## src/rtl/tcmp_pkg.sv

```systemverilog
package tcmp_pkg;
    typedef enum logic [0:0] {
        TS_ARMED = 1'b0,
        TS_FIRED = 1'b1
    } tcmp_state_e;
endpackage

```

## src/rtl/tcmp_csr_decode.sv

```systemverilog
module tcmp_csr_decode #(
    parameter int ADDR_W  = 12,
    parameter int N_ALIAS = 4,
    parameter logic [N_ALIAS*ADDR_W-1:0] CNT_ALIASES = '0,
    parameter logic [ADDR_W-1:0] CMP_ADDR = '0
) (
    input  logic              csr_we,
    input  logic [ADDR_W-1:0] csr_addr,
    output logic              cnt_we,
    output logic              cmp_we
);
    logic [N_ALIAS-1:0] alias_hit;

    for (genvar i = 0; i < N_ALIAS; i++) begin : g_alias
        assign alias_hit[i] = (csr_addr == CNT_ALIASES[i*ADDR_W +: ADDR_W]);
    end

    assign cnt_we = csr_we && (|alias_hit);
    assign cmp_we = csr_we && (csr_addr == CMP_ADDR);
endmodule

```

## src/rtl/tcmp_counter.sv

```systemverilog
module tcmp_counter #(
    parameter int COUNT_W = 64,
    parameter int STEP_W  = 4
) (
    input  logic               clk,
    input  logic               rst_n,
    input  logic               load,
    input  logic [COUNT_W-1:0] load_val,
    input  logic               step_en,
    input  logic [STEP_W-1:0]  step_num,
    output logic [COUNT_W-1:0] count_q
);
    always_ff @(posedge clk or negedge rst_n) begin
        if (!rst_n) begin
            count_q <= '0;
        end else if (load) begin
            count_q <= load_val;
        end else if (step_en) begin
            count_q <= count_q + COUNT_W'(step_num);
        end
    end
endmodule

```

## src/rtl/tcmp_cross_detect.sv

```systemverilog
module tcmp_cross_detect #(
    parameter int CMP_W  = 32,
    parameter int STEP_W = 4
) (
    input  logic              step_en,
    input  logic [CMP_W-1:0]  low_count,
    input  logic [CMP_W-1:0]  cmp_val,
    input  logic [STEP_W-1:0] step_num,
    output logic              crossed
);
    localparam int SUM_W = CMP_W + 1;

    logic [SUM_W-1:0] full_sum;
    logic             start_le;
    logic             end_ge;

    always_comb begin
        full_sum = {1'b0, low_count} + SUM_W'(step_num);
        start_le = (low_count <= cmp_val);
        end_ge   = (full_sum >= {1'b0, cmp_val});
        crossed  = step_en && start_le && end_ge;
    end
endmodule

```

## src/rtl/tcmp_timer.sv

```systemverilog
module tcmp_timer #(
    parameter int COUNT_W = 64,
    parameter int CMP_W   = 32,
    parameter int STEP_W  = 4,
    parameter int ADDR_W  = 12,
    parameter int N_ALIAS = 4,
    parameter logic [N_ALIAS*ADDR_W-1:0] CNT_ALIASES = {12'h7C0, 12'hC02, 12'hC01, 12'hC00},
    parameter logic [ADDR_W-1:0] CMP_ADDR = 12'h7C1
) (
    input  logic               clk,
    input  logic               rst_n,
    input  logic               retire_valid,
    input  logic [STEP_W-1:0]  retire_num,
    input  logic               csr_we,
    input  logic [ADDR_W-1:0]  csr_addr,
    input  logic [COUNT_W-1:0] csr_wdata,
    output logic [COUNT_W-1:0] count_o,
    output logic [CMP_W-1:0]   compare_o,
    output logic               timer_pend_o
);
    import tcmp_pkg::*;

    logic              cnt_we;
    logic              cmp_we;
    logic              step_en;
    logic              crossed;
    logic [CMP_W-1:0]  cmp_q;
    tcmp_state_e       state_q;
    tcmp_state_e       state_d;

    tcmp_csr_decode #(
        .ADDR_W     (ADDR_W),
        .N_ALIAS    (N_ALIAS),
        .CNT_ALIASES(CNT_ALIASES),
        .CMP_ADDR   (CMP_ADDR)
    ) u_dec (
        .csr_we  (csr_we),
        .csr_addr(csr_addr),
        .cnt_we  (cnt_we),
        .cmp_we  (cmp_we)
    );

    assign step_en = retire_valid && !cnt_we;

    tcmp_counter #(
        .COUNT_W(COUNT_W),
        .STEP_W (STEP_W)
    ) u_cnt (
        .clk     (clk),
        .rst_n   (rst_n),
        .load    (cnt_we),
        .load_val(csr_wdata),
        .step_en (step_en),
        .step_num(retire_num),
        .count_q (count_o)
    );

    tcmp_cross_detect #(
        .CMP_W (CMP_W),
        .STEP_W(STEP_W)
    ) u_cross (
        .step_en  (step_en),
        .low_count(count_o[CMP_W-1:0]),
        .cmp_val  (cmp_q),
        .step_num (retire_num),
        .crossed  (crossed)
    );

    always_ff @(posedge clk or negedge rst_n) begin
        if (!rst_n) begin
            cmp_q <= '0;
        end else if (cmp_we) begin
            cmp_q <= csr_wdata[CMP_W-1:0];
        end
    end

    // next-state logic: a compare write re-arms and wins over a crossing
    always_comb begin
        state_d = state_q;
        unique case (state_q)
            TS_ARMED: begin
                if (cmp_we)       state_d = TS_ARMED;
                else if (crossed) state_d = TS_FIRED;
            end
            TS_FIRED: begin
                if (cmp_we)       state_d = TS_ARMED;
            end
            default:              state_d = TS_ARMED;
        endcase
    end

    always_ff @(posedge clk or negedge rst_n) begin
        if (!rst_n) state_q <= TS_ARMED;
        else        state_q <= state_d;
    end

    always_comb begin
        compare_o    = cmp_q;
        timer_pend_o = (state_q == TS_FIRED);
    end
endmodule

```

## config.mk

```make
export PLATFORM = sky130hd
export DESIGN_NAME = tcmp_timer
export DESIGN_NICKNAME = d
export VERILOG_FILES = /design/src/rtl/tcmp_pkg.sv /design/src/rtl/tcmp_csr_decode.sv /design/src/rtl/tcmp_counter.sv /design/src/rtl/tcmp_cross_detect.sv /design/src/rtl/tcmp_timer.sv
export SDC_FILE = /design/constraint.sdc
export NUM_CORES = 1
export LEC_CHECK = 0
export ABC_CLOCK_PERIOD_IN_PS = 4900
export BUFFER_PORTS_ARGS = -buffer_cell sky130_fd_sc_hd__clkbuf_2
export CAP_MARGIN = 20
export CORE_MARGIN = 2
export CORE_UTILIZATION = 51
export CTS_BUF_LIST = sky130_fd_sc_hd__clkbuf_8
export DETAILED_ROUTE_END_ITERATION = 8
export GPL_TIMING_DRIVEN = 0
export PLACE_DENSITY_LB_ADDON = 0.15
export SYNTH_ARGS = -nofsm -noshare
export SYNTH_HDL_FRONTEND = slang
export SYNTH_SLANG_ARGS = --single-unit
```

## constraint.sdc

```tcl
create_clock -name clk -period 4.9 [get_ports clk]
set_clock_uncertainty 0.05 [all_clocks]
set_input_delay 0.98 -clock clk [delete_from_list [all_inputs] [get_ports clk]]
set_output_delay 0.98 -clock clk [all_outputs]
set_load 0.01 [all_outputs]
```

==> results.py, run 1 <==
metrics = {
    "placement": {
        "port-buffer-count": 179,
        "placed_cells": 1198,
        "finalWeightedCongestion": 0.967,
        "dp_slack_ps": -225,
        "detailed_place_hpwl_mm": 16.7,
    },
    "clock_tree": {
        "clk_root_buffer_cell": "sky130_fd_sc_hd__clkbuf_8",
        "postCtsHoldBufs": 0,
        "clock_insertion_delay_worst_skew_ps": 390,
        "ctsHtreeMaxLevel": 3,
        "maximum_number_of_buffers_from_clock_root_to_sink": 2,
        "path_clk_slew_ps": 100,
        "cts_tree": "done",
        "numClockSinks": 97,
        "cts_setup_buffers": 0,
        "cts_made_buffers": 9,
    },
    "grt": {
        "groute.usage.overall_pct": 30.8,
        "grt_remaining_overflow": 0,
        "grt_pass1_vias": 6885,
        "grt_pass1_wl_mm": 35.2,
        "antenna_found_initial": 0,
        "maximum_number_of_pins_on_one_net_before_global_route_repair": 62,
    },
    "setup_path": {
        "critical_path.slowest_cell": "sky130_fd_sc_hd__clkbuf_1",
        "cpPeakStageDelay_ps": 470,
        "critical_path_data_required_time_ps": 5150,
        "timing.rr.start": "u_cnt.count_q[1]$_DFFE_PN0P_",
        "worstReg2RegEnd": "timer_pend_o$_DFF_PN0_",
        "r2r_cells": 15,
        "criticalPathCategory": "in -> reg",
        "timing.critical_path.arrival_ps": 4860,
        "crit_path_max_fanout": 10,
        "cp_cell_sequence": "clkbuf_2, ha_1, a21o_1, a21oi_1, o21ba_2, clkbuf_1, clkbuf_2, nor3_1, xor2_1, ha_1, and4_1, nand4_1, or4_1, o221ai_1, nor2_1, a211oi_1",
        "rrSetupSlack_ps": 540,
        "cp-end-kind": "flop",
        "setup.worst_path.start_class": "input port",
    },
    "synth": {
        "yosys_register_bits": 97,
        "synthTopCellsByArea": "sky130_fd_sc_hd__dfrtp_1 (35%), sky130_fd_sc_hd__ha_1 (12%), sky130_fd_sc_hd__nand2_1 (6.0%), sky130_fd_sc_hd__xnor2_1 (4.2%), sky130_fd_sc_hd__a21oi_1 (4.0%)",
        "synth.yosys.warnings": 0,
        "synth_xor_area_share_pct": 8.22,
        "synthesis.instances": 841,
        "dominant_combinational_cell_family_by_area_after_synthesis": "simple AND/OR/NAND/NOR gates",
        "synthMuxAreaShare_pct": 1.01,
        "synth_largest_type_area_fraction_pct": 34.5,
        "synth_enable_flop_cells": 0,
        "synthesis.area_per_instance_sq_um": 8.36,
        "synthArstFlopShare_pct": 100,
        "simple_gate_area_share_of_the_yosys_netlist_pct": 25.9,
        "synth-compound-area-share_pct": 13.2,
        "ys_seq_area_share_pct": 34.5,
        "post_synth_instance_area_sq_um": 7030,
        "yosys.area_share.adder_pct": 12.4,
        "netlist-cell-type-count": 58,
        "synthesis.nets": 994,
        "ys.flop_type": "sky130_fd_sc_hd__dfrtp_1",
        "netlist.top_cell.by_area": "sky130_fd_sc_hd__dfrtp_1",
    },
    "sta": {
        "setup-tns-final_ps": 0,
        "final_period_minus_worst_setup_slack_ps": 4600,
        "relSlewSlack_pct": 35.8,
        "tightestPinTransition_ps": 961,
        "timing_hold_violations_final": 0,
        "final_max_slew_viol_count": 0,
        "setup_viol": 0,
        "rsz0062_at_grt": "false",
        "final_min_period_over_clock_period_pct": 93.9,
        "final_critical_path_setup_slack_ps": 297,
        "holdWs_ps": 526,
        "fmax_mhz": 217,
    },
    "route": {
        "postRouteAntennaNets": 0,
        "dr.first_iter.drc_count": 512,
        "via_count": 7054,
        "remaining_drc_errors": 0,
        "drt_first_pass_iters": 5,
        "wl_per_cell_um": 18.2,
        "detail_route.wirelength_mm": 22.1,
        "routed_via_density": 5.81,
    },
    "final_layout": {
        "antennaDiodeCount": 0,
        "finish.net_count": 1187,
        "final_layout_size_suffix_gt1_share_pct": 20.6,
        "mostFrequentLayoutCell": "sky130_fd_sc_hd__clkbuf_2",
        "area_delta_synth_final_pct": 19.4,
        "final-instance-count-excl-fill": 1215,
        "leading_cell_types_in_the_layout_fill_and_taps_excluded": "sky130_fd_sc_hd__clkbuf_2 (181), sky130_fd_sc_hd__nand2_1 (113), sky130_fd_sc_hd__dfrtp_1 (97)",
        "nFillCells": 1249,
    },
    "die": {
        "design.die.area_sq_um": 14700,
        "core_area_sq_um": 13300,
        "io-pin-count": 181,
        "die_w_um": 121,
        "initial_utilization_pct": 52.7,
        "floorplan.rows": 42,
        "chipHeight_um": 121,
    },
    "pwr": {
        "totalPowerFinal_mw": 2.13,
        "cellLeakagePower_nw": 4.19,
        "pwr_per_cell_area_nw_per_um2": 253,
        "vdd_ir_drop_max_mv": 0.156,
    },
    "status": {
        "run_status": "complete, no violations",
    },
    "min_path": {
        "worstHoldPathType": "in -> async",
    },
    "job": {
        "maxCapViolations": 0,
    },
}
cell families (layout without fill, tap and decap cells):
| group | Yosys count | count (layout) |
|---|---|---|
| AND/OR/NAND/NOR | 360 | 360 |
| AO/OA/AOI/OAI | 155 | 155 |
| flip-flops | 97 | 97 |
| buffers and inverters | 87 | 285 |
| adder cells (fa/ha/maj) | 69 | 69 |
| XOR/XNOR | 66 | 66 |
| multiplexers | 7 | 7 |
state kept, by name, summed over array words and instances, names as in the netlist:
name and count:
compare_o 32, timer_pend_o 1, u_cnt.count_q 64
what timing repair did:
item / 4_1_cts / 5_1_grt
endpoints found under the setup margin: 0 / 1
endpoints found under the hold margin: 0 / 0
resized for setup: 0 / 1
synth_stat cells, drive strengths merged (6+ instances only):
library cell    n
a211oi          6
a21o            6
a21oi          56
and2            6
and3            6
buf             9
clkbuf         32
dfrtp          97
ha             68
inv            46
mux2i           6
nand2         113
nand3          49
nand4          33
nor2           58
nor3           31
nor4           18
o211ai         12
o21ai          51
or3             8
or4            14
xnor2          34
xor2           32
power by group:
part | internal (mW) | switching (mW)
clock network | 0.274 | 0.298
logic | 0.248 | 0.377
registers | 0.852 | 0.0778
stage by stage:
stage                     instance area [sq um]  utilization, %
after floorplan                            7030               -
after global placement                     8150            61.1
after detailed placement                   8190            61.3
after CTS                                  8400            62.9
after global routing                       8400            62.9
final                                      8400            62.9
critical path: cells and delay by family:
kind / cells / cell delay, ps
adders and majority gates: 2 / 620
buffers and inverters: 3 / 970
and+or+nand+nor: 5 / 1090
AOI/OAI and AO/OA: 5 / 1030
xor gates and xnor gates: 1 / 160
how the worst max path moves through the flow:
stage                   from                      to  slack, ps
4_1_cts        retire_num[1]  timer_pend_o$_DFF_PN0_        170
2_1_floorplan  retire_num[1]  timer_pend_o$_DFF_PN0_        760
3_5_place_dp   retire_num[1]  timer_pend_o$_DFF_PN0_       -230
6_report       retire_num[1]  timer_pend_o$_DFF_PN0_        300
3_3_place_gp   retire_num[1]  timer_pend_o$_DFF_PN0_       -180
5_1_grt        retire_num[0]  timer_pend_o$_DFF_PN0_         40
metal layers:
layer,vias up,wire length (um),track usage (%)
met2,287,10400,49.8
met1,3322,9480,41.8
li1,3402,-,-
met3,43,1670,5.03
met5,-,0,0
met4,0,588,11.1
area by class of cell:
type	instances	area, sq um	area share, %
inverter	46	173	2.06
sequential	97	2430	28.9
buffer	41	169	2.01
timing repair buffer	182	938	11.2
clock inverter	4	42.5	0.506
clock buffer	12	165	1.97
tap	176	220	2.62
multi-input combinational	657	4270	50.8
(Power assumes the default switching activity.)
==> inputs of run 2 (changes only) <==
CORE_UTILIZATION = 40   (was 51)
==> results.py, run 2 (synthesis results as in run 1) <==
metrics = {
    "placement": {
        "port-buffer-count": 179,
        "finalWeightedCongestion": 0.881,
        "detailed_place_hpwl_mm": 17.3,
        "placedInstanceArea_sq_um": 8230,
    },
    "die": {
        "die_w_um": 137,
        "initial_utilization_pct": 40.8,
        "io-pin-count": 181,
        "chipHeight_um": 137,
        "floorplan.rows": 48,
        "design.die.area_sq_um": 18700,
        "core_area_sq_um": 17200,
    },
    "pwr": {
        "pwr_per_cell_area_nw_per_um2": 246,
        "clock_power_share_pct": 25.1,
        "share_seq_of_total_power_pct": 45.1,
        "cellLeakagePower_nw": 4.15,
        "switching_share_pct": 37.0,
        "power.internal_mw": 1.31,
        "vdd_ir_drop_max_mv": 0.161,
        "net-switching-power_mw": 0.766,
        "combinationalPowerShare_pct": 29.8,
    },
    "clock_tree": {
        "cts_made_buffers": 9,
        "cts_setup_buffers": 0,
        "clk_root_buffer_cell": "sky130_fd_sc_hd__clkbuf_8",
        "clock_insertion_delay_worst_skew_ps": 380,
        "numClockSinks": 97,
        "ctsHtreeMaxLevel": 3,
        "path_clk_slew_ps": 100,
        "cts_tree": "done",
        "maximum_number_of_buffers_from_clock_root_to_sink": 2,
    },
    "status": {
        "run_status": "complete, no violations",
    },
    "sta": {
        "holdWs_ps": 511,
        "fmax_mhz": 222,
        "final_max_slew_viol_count": 0,
        "final_min_period_over_clock_period_pct": 92.0,
        "relSlewSlack_pct": 34.2,
        "setup_viol": 0,
        "tightestPinTransition_ps": 985,
        "final_period_minus_worst_setup_slack_ps": 4510,
        "timing_hold_violations_final": 0,
        "rsz0062_at_grt": "false",
    },
    "final_layout": {
        "top_register": "u_cnt.count_q",
        "largest_register_ffs": 64,
        "final_layout_size_suffix_gt1_share_pct": 20.6,
        "layout.cell_area.non_filler_sq_um": 8410,
        "mostFrequentLayoutCell": "sky130_fd_sc_hd__clkbuf_2",
        "finish.net_count": 1185,
        "antennaDiodeCount": 0,
        "area_delta_synth_final_pct": 19.6,
        "leading_cell_types_in_the_layout_fill_and_taps_excluded": "sky130_fd_sc_hd__clkbuf_2 (180), sky130_fd_sc_hd__nand2_1 (113), sky130_fd_sc_hd__dfrtp_1 (97)",
    },
    "min_path": {
        "worstHoldPathCells": 2,
        "worstHoldPathType": "reg -> reg",
        "holdCritStartpoint": "u_cnt.count_q[63]$_DFFE_PN0P_",
    },
    "route": {
        "drt_first_pass_iters": 5,
        "via_count": 6915,
        "detail_route.wirelength_mm": 23.0,
        "remaining_drc_errors": 0,
        "dr.first_iter.drc_count": 404,
        "postRouteAntennaNets": 0,
        "routed_via_density": 5.48,
        "wl_per_cell_um": 18.2,
    },
    "job": {
        "maxCapViolations": 0,
    },
    "setup_path": {
        "cp-end-kind": "flop",
        "rrSetupSlack_ps": 620,
        "r2r_cells": 15,
        "timing.critical_path.arrival_ps": 4750,
        "setup.worst_path.start_class": "input port",
        "timing.critical_path.to": "timer_pend_o$_DFF_PN0_",
        "criticalPathCategory": "in -> reg",
        "critical_path_data_required_time_ps": 5140,
        "timing.rr.start": "u_cnt.count_q[0]$_DFFE_PN0P_",
        "crit_path_max_fanout": 9,
        "worstReg2RegEnd": "timer_pend_o$_DFF_PN0_",
        "crit_start": "retire_num[0]",
    },
    "grt": {
        "antenna_found_initial": 0,
        "groute.usage.overall_pct": 25.0,
        "grt_remaining_overflow": 0,
        "grt_pass1_vias": 6449,
        "maximum_number_of_pins_on_one_net_before_global_route_repair": 98,
        "grt_pass1_wl_mm": 35.7,
    },
}
-- run 2: how the worst min path moves through the flow --
stage	end	slack (ps)
6_report	u_cnt.count_q[63]$_DFFE_PN0P_	510
5_1_grt	u_cnt.count_q[62]$_DFFE_PN0P_	570
4_1_cts	u_cnt.count_q[63]$_DFFE_PN0P_	520
3_5_place_dp	u_cnt.count_q[63]$_DFFE_PN0P_	490
3_3_place_gp	u_cnt.count_q[63]$_DFFE_PN0P_	490
2_1_floorplan	u_cnt.count_q[62]$_DFFE_PN0P_	520
-- run 2: final cells by class --
| type | instances | area (sq um) |
|---|---|---|
| Fill cell | 1801 | 8820 |
| Timing Repair Buffer | 181 | 917 |
| Sequential cell | 97 | 2430 |
| Buffer | 40 | 165 |
| Clock buffer | 11 | 151 |
| Tap cell | 225 | 282 |
| Inverter | 46 | 173 |
| Clock inverter | 5 | 31.3 |
| Multi-Input combinational cell | 657 | 4270 |
-- run 2: power by group through the flow --
stage | clock [mW] | combinational (mW) | sequential (mW)
CTS | 0.532 | 0.624 | 0.935
global placement | 0 | 0.610 | 0.950
global route | 0.568 | 0.696 | 0.944
floorplan | 0 | 0.366 | 0.951
finish | 0.520 | 0.617 | 0.935
detailed placement | 0 | 0.620 | 0.951
-- run 2: per-layer routing --
layer	up-vias	GRT usage, %	wire length, um
met3	15	5.56	1630
li1	3390	-	-
met1	3276	34.6	10400
met5	-	0	0
met4	0	4.86	186
met2	234	40.4	10700
-- run 2: worst max-delay path, cell delays in order --
cell	delay, ps
sky130_fd_sc_hd__clkbuf_2	100
sky130_fd_sc_hd__ha_1	180
sky130_fd_sc_hd__fa_1	210
sky130_fd_sc_hd__a21oi_1	80
sky130_fd_sc_hd__o21bai_1	770
sky130_fd_sc_hd__nor2b_1	340
sky130_fd_sc_hd__nand3_1	190
sky130_fd_sc_hd__nor2_1	160
sky130_fd_sc_hd__xor2_1	90
sky130_fd_sc_hd__ha_1	320
sky130_fd_sc_hd__nand4_1	110
sky130_fd_sc_hd__nor4_1	450
sky130_fd_sc_hd__nand3b_1	140
sky130_fd_sc_hd__a41oi_1	260
sky130_fd_sc_hd__o21ai_0	120
sky130_fd_sc_hd__a211oi_1	250
-- run 2: repair_timing --
item	4_1_cts	5_1_grt
endpoints found under the setup margin	0	1
gates resized for setup	0	1
hold buffers	0	0
-- run 2: per-stage QoR --
step,util (%),power [mW],TNS [ps],std cells,worst slack (ps)
after floorplan,-,1.32,0,841,762
after global placement,47.6,1.56,-290,1245,-290
after detailed placement,47.8,1.57,-310,1247,-310
after CTS,48.8,2.09,0,1263,73.2
after global routing,48.8,2.21,0,1262,67.7
final,48.8,2.07,0,1262,393
==> inputs of run 3 (changes only) <==
==> constraint.sdc (replaced) <==
create_clock -name clk -period 4.9 [get_ports clk]
set_clock_uncertainty 0.05 [all_clocks]
set_input_delay 0 -clock clk [delete_from_list [all_inputs] [get_ports clk]]
set_output_delay 0 -clock clk [all_outputs]
set_load 0.01 [all_outputs]
==> results.py, run 3 (synthesis results as in run 1) <==
metrics = {
    "clock_tree": {
        "clock_insertion_delay_worst_skew_ps": 390,
        "numClockSinks": 97,
        "cts_made_buffers": 9,
        "path_clk_slew_ps": 100,
        "cts_tree": "done",
        "cts_setup_buffers": 0,
        "ctsHtreeMaxLevel": 3,
        "maximum_number_of_buffers_from_clock_root_to_sink": 2,
        "clk_root_buffer_cell": "sky130_fd_sc_hd__clkbuf_8",
    },
    "min_path": {
        "worstHoldPathCells": 3,
        "worstHoldEndpoint": "timer_pend_o$_DFF_PN0_",
        "holdCritStartpoint": "csr_addr[11]",
        "worstHoldPathType": "in -> reg",
    },
    "die": {
        "core_area_sq_um": 17200,
        "io-pin-count": 181,
        "die_w_um": 137,
        "floorplan.rows": 48,
        "design.die.area_sq_um": 18700,
        "initial_utilization_pct": 40.8,
        "chipHeight_um": 137,
    },
    "pwr": {
        "combinationalPowerShare_pct": 31.2,
        "vdd_ir_drop_max_mv": 0.157,
        "totalPowerFinal_mw": 2.12,
        "cellLeakagePower_nw": 4.43,
        "pwr_per_cell_area_nw_per_um2": 234,
        "net-switching-power_mw": 0.777,
        "power.internal_mw": 1.34,
        "share_seq_of_total_power_pct": 44.1,
        "switching_share_pct": 36.7,
        "clock_power_share_pct": 24.6,
    },
    "grt": {
        "antenna_found_initial": 0,
        "groute.usage.overall_pct": 25.5,
        "grt_pass1_vias": 6720,
        "grt_pass1_wl_mm": 36.4,
        "grt_remaining_overflow": 0,
        "maximum_number_of_pins_on_one_net_before_global_route_repair": 98,
    },
    "final_layout": {
        "largest_register_ffs": 64,
        "antennaDiodeCount": 0,
        "top_register": "u_cnt.count_q",
        "layout.cell_area.non_filler_sq_um": 9070,
        "final_layout_size_suffix_gt1_share_pct": 19.4,
        "area_delta_synth_final_pct": 28.9,
        "mostFrequentLayoutCell": "sky130_fd_sc_hd__clkbuf_2",
        "finish.net_count": 1251,
        "leading_cell_types_in_the_layout_fill_and_taps_excluded": "sky130_fd_sc_hd__clkbuf_2 (180), sky130_fd_sc_hd__nand2_1 (113), sky130_fd_sc_hd__dfrtp_1 (97)",
    },
    "placement": {
        "placedInstanceArea_sq_um": 8230,
        "finalWeightedCongestion": 0.881,
        "port-buffer-count": 179,
        "detailed_place_hpwl_mm": 17.3,
    },
    "sta": {
        "rsz0062_at_grt": "false",
        "setup_viol": 0,
        "setup-tns-final_ps": 0,
        "final_max_slew_viol_count": 0,
        "timing_hold_violations_final": 0,
        "fmax_mhz": 226,
        "final_period_minus_worst_setup_slack_ps": 4430,
        "relSlewSlack_pct": 33.6,
        "final_min_period_over_clock_period_pct": 90.3,
        "tightestPinTransition_ps": 993,
    },
    "route": {
        "routed_via_density": 5.39,
        "postRouteAntennaNets": 0,
        "drt_first_pass_iters": 5,
        "wl_per_cell_um": 17.7,
        "detail_route.wirelength_mm": 23.4,
        "dr.first_iter.drc_count": 438,
        "via_count": 7154,
        "remaining_drc_errors": 0,
    },
    "setup_path": {
        "timing.rr.start": "u_cnt.count_q[1]$_DFFE_PN0P_",
        "critical_path.slowest_cell": "sky130_fd_sc_hd__clkbuf_1",
        "worstReg2RegEnd": "timer_pend_o$_DFF_PN0_",
        "timing.critical_path.max_delay_family": "simple AND/OR/NAND/NOR gates",
        "cp_cell_sequence": "ha_1, a21o_1, a21oi_1, o21ba_2, clkbuf_1, clkbuf_2, nor3_1, xor2_1, ha_1, and4_1, nand4_1, or4_1, o221ai_1, nor2_1, a211oi_1",
        "rrSetupSlack_ps": 470,
        "crit_path_max_fanout": 10,
        "cpPeakStageDelay_ps": 500,
        "criticalPathCategory": "reg -> reg",
        "r2r_cells": 15,
        "timing.critical_path.arrival_ps": 4660,
        "critical-path-top-cell-by-count": "sky130_fd_sc_hd__ha_1",
        "cp-end-kind": "flop",
        "setup.worst_path.start_class": "flop",
        "critPathBufInv": 2,
        "critical_path_data_required_time_ps": 5140,
    },
    "job": {
        "maxCapViolations": 0,
    },
    "status": {
        "run_status": "complete, no violations",
    },
}
[run 3: cell count changes in the layout (fill, tap and decap cells not counted), sizes merged]
cell,before,now
dlygate4sd3,0,65
clkbuf,222,223
[run 3: final cells by class]
cell class              count  area (sq um)
plain buffers              41           169
clock buffers              11           151
flip-flops and latches     97          2430
fillers                  1733          8170
multi-input cells         657          4270
repair buffers            246          1570
inverters                  46           173
well taps                 225           282
clock inverters             5          31.3
[run 3: per-layer routing]
metal | up-vias | track usage (%) | part of all wire (%) | wire (um)
li1 | 3522 | - | - | -
met1 | 3403 | 34.8 | 45 | 10600
met2 | 212 | 42.1 | 47 | 11100
met3 | 17 | 5.19 | 6.2 | 1460
met4 | 0 | 4.86 | 0.92 | 216
met5 | - | 0 | 0 | 0
[run 3: worst register-to-register path: stages (launching register included)]
cell	delay, ps
sky130_fd_sc_hd__dfrtp_1	470
sky130_fd_sc_hd__ha_1	300
sky130_fd_sc_hd__a21o_1	150
sky130_fd_sc_hd__a21oi_1	260
sky130_fd_sc_hd__o21ba_2	200
sky130_fd_sc_hd__clkbuf_1	500
sky130_fd_sc_hd__clkbuf_2	410
sky130_fd_sc_hd__nor3_1	130
sky130_fd_sc_hd__xor2_1	160
sky130_fd_sc_hd__ha_1	320
sky130_fd_sc_hd__and4_1	240
sky130_fd_sc_hd__nand4_1	220
sky130_fd_sc_hd__or4_1	460
sky130_fd_sc_hd__o221ai_1	190
sky130_fd_sc_hd__nor2_1	60
sky130_fd_sc_hd__a211oi_1	220
[run 3: what timing repair did]
item                       in CTS  in global routing
setup endpoints to repair       0                  1
hold buffers                   65                  0
gates resized for setup         0                  1
hold endpoints to repair      193                  0
[run 3: worst max-delay path by stage]
| stage | start | to | slack, ps | cells past startpoint |
|---|---|---|---|---|
| after floorplan | u_cnt.count_q[1]$_DFFE_PN0P_ | timer_pend_o$_DFF_PN0_ | 1280 | 15 |
| after global placement | u_cnt.count_q[1]$_DFFE_PN0P_ | timer_pend_o$_DFF_PN0_ | 350 | 15 |
| after detailed placement | u_cnt.count_q[1]$_DFFE_PN0P_ | timer_pend_o$_DFF_PN0_ | 330 | 15 |
| after CTS | u_cnt.count_q[1]$_DFFE_PN0P_ | timer_pend_o$_DFF_PN0_ | 280 | 15 |
| after global routing | u_cnt.count_q[1]$_DFFE_PN0P_ | timer_pend_o$_DFF_PN0_ | 160 | 15 |
| final | u_cnt.count_q[1]$_DFFE_PN0P_ | timer_pend_o$_DFF_PN0_ | 470 | 15 |
[run 3: power by group through the flow]
stage               sequential (mW)  combinational, mW  clock (mW)
floorplan                     0.951              0.366           0
finish                        0.935              0.661       0.522
detailed placement            0.951              0.620           0
CTS                           0.935              0.664       0.532
global placement              0.950              0.610           0
global route                  0.943              0.743       0.568
[run 3: through the flow]
step	hold WS [ps]	setup slack [ps]	util, %	std cells
2_1_floorplan	-346	1280	-	841
6_report	47.4	474	52.6	1328
5_1_grt	40.9	161	52.6	1328
4_1_cts	12.8	282	52.6	1328
3_5_place_dp	108	328	47.8	1247
3_3_place_gp	170	349	47.6	1245
